### src/rtl/scp_pkg.sv
// Shared sizes and typed constants for the serial configuration port.
// Assumes one address byte and one data byte per frame.
package scp_pkg;
    localparam int DATA_W      = 8;
    localparam int ADDR_W      = 8;
    localparam int SEL_W       = 6;
    localparam int NUM_REGS    = 1 << SEL_W;
    localparam int FRAME_EDGES = ADDR_W + DATA_W;
    localparam int CNT_W       = $clog2(FRAME_EDGES + 1);
    localparam int FLAT_W      = NUM_REGS * DATA_W;

    localparam logic [CNT_W-1:0] CNT_ADDR_LAST = CNT_W'(ADDR_W - 1);
    localparam logic [CNT_W-1:0] CNT_DATA_FIRST = CNT_W'(ADDR_W);
    localparam logic [CNT_W-1:0] CNT_LAST      = CNT_W'(FRAME_EDGES - 1);
    localparam logic [CNT_W-1:0] CNT_DONE      = CNT_W'(FRAME_EDGES);

    typedef logic [DATA_W-1:0] reg_t;
    typedef logic [SEL_W-1:0]  sel_t;
endpackage

### src/rtl/scp_sync.sv
// Multi-stage resynchroniser for asynchronous port inputs.
// Assumes STAGES >= 2; each bit resets to its RST_VAL bit.
module scp_sync #(
    parameter int               WIDTH   = 4,
    parameter int               STAGES  = 2,
    parameter logic [WIDTH-1:0] RST_VAL = '0
) (
    input  logic             clk,
    input  logic             rst_n,
    input  logic [WIDTH-1:0] d,
    output logic [WIDTH-1:0] q
);
    logic [WIDTH-1:0] chain [STAGES];

    // First stage captures the raw asynchronous inputs.
    always_ff @(posedge clk) begin
        if (!rst_n) chain[0] <= RST_VAL;
        else        chain[0] <= d;
    end

    for (genvar s = 1; s < STAGES; s++) begin : g_stage
        // Later stages settle metastability.
        always_ff @(posedge clk) begin
            if (!rst_n) chain[s] <= RST_VAL;
            else        chain[s] <= chain[s-1];
        end
    end

    assign q = chain[STAGES-1];
endmodule

### src/rtl/scp_frame.sv
// Frame engine: counts serial clock rises, assembles the address and
// write data, loads and shifts the read byte, and controls the drive
// enable. Assumes all inputs are already synchronous to clk.
module scp_frame
    import scp_pkg::*;
(
    input  logic             clk,
    input  logic             rst_n,
    input  logic             sclk_s,
    input  logic             cs_n_s,
    input  logic             rw_s,
    input  logic             sd_s,
    input  reg_t             rd_data,
    output sel_t             rd_sel,
    output sel_t             wr_sel,
    output logic             wr_en,
    output reg_t             wr_data,
    output logic             sd_out,
    output logic             sd_oe,
    output logic [CNT_W-1:0] bit_cnt
);
    logic              sclk_d;
    logic              rise;
    logic [DATA_W-2:0] in_sr;
    reg_t              tx_sr;
    sel_t              sel_q;
    logic              is_rd;
    logic              oe_q;

    // Delayed serial clock for rising-edge detection.
    always_ff @(posedge clk) begin
        if (!rst_n) sclk_d <= 1'b0;
        else        sclk_d <= sclk_s;
    end

    assign rise = sclk_s & ~sclk_d;

    // Frame position, shifters and direction; select high discards the frame.
    always_ff @(posedge clk) begin
        if (!rst_n || cs_n_s) begin
            bit_cnt <= '0;
            in_sr   <= '0;
            tx_sr   <= '0;
            sel_q   <= '0;
            is_rd   <= 1'b0;
            oe_q    <= 1'b0;
        end else if (rise && bit_cnt < CNT_DONE) begin
            bit_cnt <= bit_cnt + 1'b1;
            in_sr   <= {in_sr[DATA_W-3:0], sd_s};
            if (bit_cnt == CNT_ADDR_LAST) begin
                sel_q <= in_sr[SEL_W-1:0];
                is_rd <= rw_s;
                oe_q  <= rw_s;
                tx_sr <= rd_data;
            end else if (bit_cnt == CNT_LAST) begin
                oe_q  <= 1'b0;
            end else if (bit_cnt >= CNT_DATA_FIRST) begin
                tx_sr <= {tx_sr[DATA_W-2:0], 1'b0};
            end
        end
    end

    // Address bits 6..1 sit in the low shifter bits after seven rises.
    assign rd_sel  = in_sr[SEL_W-1:0];
    assign wr_sel  = sel_q;
    assign wr_data = {in_sr, sd_s};
    // Commit a write exactly on the final rise of a write frame.
    assign wr_en   = rise & ~cs_n_s & ~is_rd & (bit_cnt == CNT_LAST);
    assign sd_out  = tx_sr[DATA_W-1];
    assign sd_oe   = oe_q & rw_s & ~cs_n_s;
endmodule

### src/rtl/scp_regbank.sv
// Bank of byte registers with one write port, one indexed read port
// and a flat parallel view. Assumes a single-cycle write strobe.
module scp_regbank
    import scp_pkg::*;
(
    input  logic              clk,
    input  logic              rst_n,
    input  logic              wr_en,
    input  sel_t              wr_sel,
    input  reg_t              wr_data,
    input  sel_t              rd_sel,
    output reg_t              rd_data,
    output logic [FLAT_W-1:0] regs_flat
);
    reg_t regs [NUM_REGS];

    for (genvar g = 0; g < NUM_REGS; g++) begin : g_reg
        // Each register loads when the strobe addresses it.
        always_ff @(posedge clk) begin
            if (!rst_n)                                  regs[g] <= '0;
            else if (wr_en && wr_sel == SEL_W'(g))       regs[g] <= wr_data;
        end
        assign regs_flat[g*DATA_W +: DATA_W] = regs[g];
    end

    assign rd_data = regs[rd_sel];
endmodule

### src/rtl/scp_slave.sv
// Top of the serial configuration slave: resynchronises the port,
// runs the frame engine and holds the register bank.
// Assumes sclk half periods span several clk cycles.
module scp_slave
    import scp_pkg::*;
#(
    parameter int SYNC_STAGES = 2
) (
    input  logic              clk,
    input  logic              rst_n,
    input  logic              sclk,
    input  logic              cs_n,
    input  logic              rw,
    input  logic              sd_in,
    output logic              sd_out,
    output logic              sd_oe,
    output logic [FLAT_W-1:0] regs_flat
);
    logic [3:0]       raw_in;
    logic [3:0]       syn_in;
    logic             sclk_s, cs_n_s, rw_s, sd_s;
    logic             wr_en;
    sel_t             wr_sel, rd_sel;
    reg_t             wr_data, rd_data;
    logic [CNT_W-1:0] bit_cnt;

    assign raw_in = {sclk, cs_n, rw, sd_in};

    scp_sync #(
        .WIDTH   (4),
        .STAGES  (SYNC_STAGES),
        .RST_VAL (4'b0100)
    ) u_sync (
        .clk   (clk),
        .rst_n (rst_n),
        .d     (raw_in),
        .q     (syn_in)
    );

    assign {sclk_s, cs_n_s, rw_s, sd_s} = syn_in;

    scp_frame u_frame (
        .clk     (clk),
        .rst_n   (rst_n),
        .sclk_s  (sclk_s),
        .cs_n_s  (cs_n_s),
        .rw_s    (rw_s),
        .sd_s    (sd_s),
        .rd_data (rd_data),
        .rd_sel  (rd_sel),
        .wr_sel  (wr_sel),
        .wr_en   (wr_en),
        .wr_data (wr_data),
        .sd_out  (sd_out),
        .sd_oe   (sd_oe),
        .bit_cnt (bit_cnt)
    );

    scp_regbank u_bank (
        .clk       (clk),
        .rst_n     (rst_n),
        .wr_en     (wr_en),
        .wr_sel    (wr_sel),
        .wr_data   (wr_data),
        .rd_sel    (rd_sel),
        .rd_data   (rd_data),
        .regs_flat (regs_flat)
    );
endmodule

### config.mk
export PLATFORM = sky130hd
export DESIGN_NAME = scp_slave
export DESIGN_NICKNAME = d
export VERILOG_FILES = /design/src/rtl/scp_pkg.sv /design/src/rtl/scp_sync.sv /design/src/rtl/scp_frame.sv /design/src/rtl/scp_regbank.sv /design/src/rtl/scp_slave.sv
export SDC_FILE = /design/constraint.sdc
export NUM_CORES = 1
export LEC_CHECK = 0
export BUFFER_PORTS_ARGS = -buffer_cell sky130_fd_sc_hd__buf_2
export CAP_MARGIN = 10
export CORE_ASPECT_RATIO = 2
export CORE_UTILIZATION = 55
export DETAILED_ROUTE_END_ITERATION = 8
export PLACE_DENSITY = 0.8
export SLEW_MARGIN = 30
export SYNTH_ARGS = -nofsm -noshare
export SYNTH_HDL_FRONTEND = slang
export SYNTH_HIERARCHICAL = 1
export SYNTH_SLANG_ARGS = --single-unit
### constraint.sdc
create_clock -name clk -period 4 [get_ports clk]
set_clock_uncertainty 0.2 [all_clocks]
set_input_delay 0.6 -clock clk [delete_from_list [all_inputs] [get_ports clk]]
set_output_delay 0.6 -clock clk [all_outputs]
set_load 0.01 [all_outputs]
==> impl_table.tex <==
\begin{tabular}{lr}
\hline
Metric & Value \\
\hline
\multicolumn{2}{l}{\textbf{Placed design}} \\
\quad Cell Count Post-Placement & 2805 \\
\quad DP Worst Slack & 0.682 ns \\
\quad Detailed-placement wirelength estimate & 68600 µm \\
\quad Buffers on Ports & 519 \\
\quad Post-DP Area & 28800 µm² \\
\quad Gpl congestion & 0.964 \\
\multicolumn{2}{l}{\textbf{Setup path}} \\
\quad Critical path class & reg2reg \\
\quad Element type at the critical path end & flop \\
\quad Biggest fanout along the worst timing path & 17 \\
\quad Slowest cell on the critical path & sky130\_fd\_sc\_hd\_\_dfxtp\_1 \\
\quad Critical-path cell list & ha\_1 > and3\_1 > ha\_1 > nor4b\_1 > buf\_4 > or3b\_1 > buf\_4 > inv\_1 > nand2\_1 > buf\_4 > nor2\_2 > and2\_1 \\
\quad Most frequent cell on the critical path & sky130\_fd\_sc\_hd\_\_buf\_4 \\
\quad Depth of the worst register-to-register path & 12 \\
\quad R2R setup slack & 0.60 ns \\
\quad Worst r2r src & u\_frame/bit\_cnt[0] \\
\quad Startpoint types & flop \\
\quad Arrival time reported for the critical path endpoint & 3.63 ns \\
\quad CP max stage delay & 0.37 ns \\
\quad CP required & 4.22 ns \\
\quad FF-to-FF End & u\_bank/regs[12][7] \\
\multicolumn{2}{l}{\textbf{STA}} \\
\quad Post-route clock period utilization & 85.0\% \\
\quad RSZ-0062 raised after global routing & false \\
\quad Fmax & 294 MHz \\
\quad Finish-stage setup viols & 0 \\
\quad Final hold violation count & 0 \\
\quad Slew @ Worst Pin & 0.965 ns \\
\quad Final TNS setup & 0 ns \\
\quad Worst Hold Margin & 0.0695 ns \\
\quad Max Transition Viols Final & 0 \\
\quad Shortest clock period the worst path allows after layout & 3.40 ns \\
\quad Minimum setup slack in the final design & 0.599 ns \\
\quad Max-slew headroom at the worst pin & 35.7\% \\
\multicolumn{2}{l}{\textbf{Clock network}} \\
\quad CTS Hold Bufs & 0 \\
\quad TritonCTS buffer count & 46 \\
\quad Setup Buffers After CTS & 0 \\
\quad CTS Root Cell & sky130\_fd\_sc\_hd\_\_clkbuf\_16 \\
\quad CTS tree & built \\
\quad Clock Path Buffers & 3 \\
\quad Clock-pin slew of the registers on the worst-case setup and hold paths & 0.07 ns \\
\quad H-tree lvl count & 2 \\
\quad \# resized after CTS & 0 \\
\quad Number of clock sinks seen by CTS & 549 \\
\quad Clk\_lat worst skew & 0.57 ns \\
\multicolumn{2}{l}{\textbf{Yosys}} \\
\quad Main flop type after synthesis & sky130\_fd\_sc\_hd\_\_edfxtp\_1 \\
\quad Netlist Area Pre-Place & 25300 µm² \\
\quad Sequential element share of the synthesized area & 63.8\% \\
\quad Post-synth ARST share & 0\% \\
\quad Yosys reg bits & 549 \\
\quad Number of cells produced by synthesis & 1745 \\
\quad Warnings, synthesis & 6 \\
\quad Count of flip-flops with a built-in enable after synthesis & 512 \\
\quad Mapped Avg Cell Area & 14.5 µm² \\
\quad Mapped Nets & 1753 \\
\quad Yosys cell types & 53 \\
\multicolumn{2}{l}{\textbf{Drt}} \\
\quad Vias post-DR & 18.5k \\
\quad Count of antenna-violating nets left after detailed routing & 0 \\
\quad Initial DRT Pass Iterations & 6 \\
\quad Total wire length after detailed routing & 92200 µm \\
\quad Number of DRC markers in iteration 0 & 2222 \\
\quad Vias per Instance & 6.40 \\
\quad Count of unresolved DRC violations after routing & 0 \\
\quad Routed length per placed instance & 31.9 µm \\
\multicolumn{2}{l}{\textbf{Cells and area}} \\
\quad Leading cell type in the layout, fill and taps excluded & sky130\_fd\_sc\_hd\_\_and2\_1 \\
\quad Final cell area excluding filler cells & 30400 µm² \\
\quad Multi-input gate area & 8440 µm² \\
\quad Area added between synthesis and finish & 20.2\% \\
\quad Final std cells w/o fill & 2888 \\
\quad Register cell area after layout & 16100 µm² \\
\quad Fillers & 3214 \\
\quad Count of nets after finishing & 2301 \\
\quad Fraction of the core area covered by cells at the end of the flow & 67.3\% \\
\quad Ratio of cells with drive above 1 in the final layout & 36.6\% \\
\quad Commonest non-fill, non-tap cells in the layout & sky130\_fd\_sc\_hd\_\_and2\_1, sky130\_fd\_sc\_hd\_\_buf\_2, sky130\_fd\_sc\_hd\_\_edfxtp\_1 \\
\multicolumn{2}{l}{\textbf{Run status}} \\
\quad Run status & completed \\
\multicolumn{2}{l}{\textbf{Floorplan}} \\
\quad Effective utilization at floorplan & 56.0\% \\
\quad Y dimension of the die & 305 µm \\
\quad Site Rows & 110 \\
\quad Ports & 520 \\
\quad Area of the core region & 45100 µm² \\
\quad Total die area & 46900 µm² \\
\quad Die extent in x & 154 µm \\
\multicolumn{2}{l}{\textbf{GRT}} \\
\quad First-pass GRT wire length & 130000 µm \\
\quad Maximum number of pins on one net before global-route repair & 53 \\
\quad Initial antenna violation count & 1 \\
\quad GRT Resource Usage Total & 39.5\% \\
\quad Via count of the first global-routing pass & 18.4k \\
\quad Leftover overflow at the end of global routing & 0 \\
\multicolumn{2}{l}{\textbf{Hold path}} \\
\quad Classification of the worst-slack hold path & in2reg \\
\quad Hold path endpoint & u\_sync/chain[0][0] \\
\quad Hold Path Stages & 2 \\
\quad Critical hold path startpoint & sd\_in \\
\multicolumn{2}{l}{\textbf{Pwr}} \\
\quad Final Total Pwr & 11.9 mW \\
\quad Maximum vdd ir drop & 0.000374 V \\
\quad Cell Pwr Density & 391 nW/µm² \\
\quad Leakage dissipation & 11.9 nW \\
\multicolumn{2}{l}{\textbf{Run}} \\
\quad Maximum capacitance violations & 0 \\
\hline
\end{tabular}
## cell usage after synthesis (all sizes together), types with 10 or more instances
cell,instances,area share (%)
a21oi,23,0.46
a221oi,14,0.49
a22oi,12,0.36
and2,523,13
buf,54,1.5
clkbuf,77,1.1
dfxtp,37,2.9
edfxtp,512,61
inv,12,0.18
mux2,14,0.62
mux2i,20,0.79
mux4,120,11
nand2,38,0.56
nand2b,11,0.27
nand3,18,0.36
nor2,73,1.2
nor2b,10,0.25
o21ai,89,1.8
o22ai,25,0.62
## report_power, final
part | switching [mW] | internal [mW]
sequential | 0.171 | 6.44
clock | 2.06 | 2.60
combinational | 0.380 | 0.236
## metal layers
layer  routed length (µm)  global-route usage [%]  up-vias
met1                27900                    42.3     9178
li1                     -                       -     7522
met5                    0                       0        -
met4                 9010                    33.2        0
met3                 8300                    6.92      396
met2                47000                    67.7     1399
## critical path, delay by kind of cell, from the launching register on
kind / cells / cell delay (ns)
adders and majority gates: 2 / 0.41
DFF: 1 / 0.37
and+or+nand+nor: 6 / 1.47
buffers and inverters: 4 / 0.77
## cells by family after synthesis
group | after synthesis | synth area share [%]
AO/OA/AOI/OAI | 189 | 4.52
AND/OR/NAND/NOR | 707 | 16.5
adder cells (fa/ha/maj) | 2 | 0.0990
buffers and inverters | 143 | 2.85
XOR/XNOR | 1 | 0.0347
multiplexers | 154 | 12.2
flip-flops | 549 | 63.8
## flip-flops by register name, indices dropped and copies added, names as in the netlist
signal           count
u_frame/is_rd        1
u_frame/in_sr        7
u_frame/bit_cnt      5
u_frame/wr_sel       6
u_bank/regs        512
u_frame/oe_q         1
u_frame/sclk_d       1
u_frame/tx_sr        8
u_sync/chain         8
## area by class of cell
type                    instances  share of cell area (%)
flip-flops and latches        549                    53.1
multi-input cells            1053                    27.8
repair buffers                631                    11.6
clock buffers                  59                    4.23
well taps                     560                    2.31
clock inverters                23                   0.820
inverters                      12                   0.148
diodes                          1                 0.00824
## worst max path at each step
stage | start | end | slack [ns]
6_report | u_frame/bit_cnt[0] | u_bank/regs[12][7] | 0.60
5_1_grt | u_frame/bit_cnt[0] | u_bank/regs[12][4] | 0.43
4_1_cts | u_frame/bit_cnt[0] | u_bank/regs[12][7] | 0.64
3_5_place_dp | u_frame/bit_cnt[0] | u_bank/regs[12][7] | 0.68
3_3_place_gp | u_frame/in_sr[1] | u_frame/tx_sr[1] | 0.77
2_1_floorplan | u_frame/bit_cnt[0] | u_bank/regs[7][0] | 0.72
(Power assumes the default switching activity.)
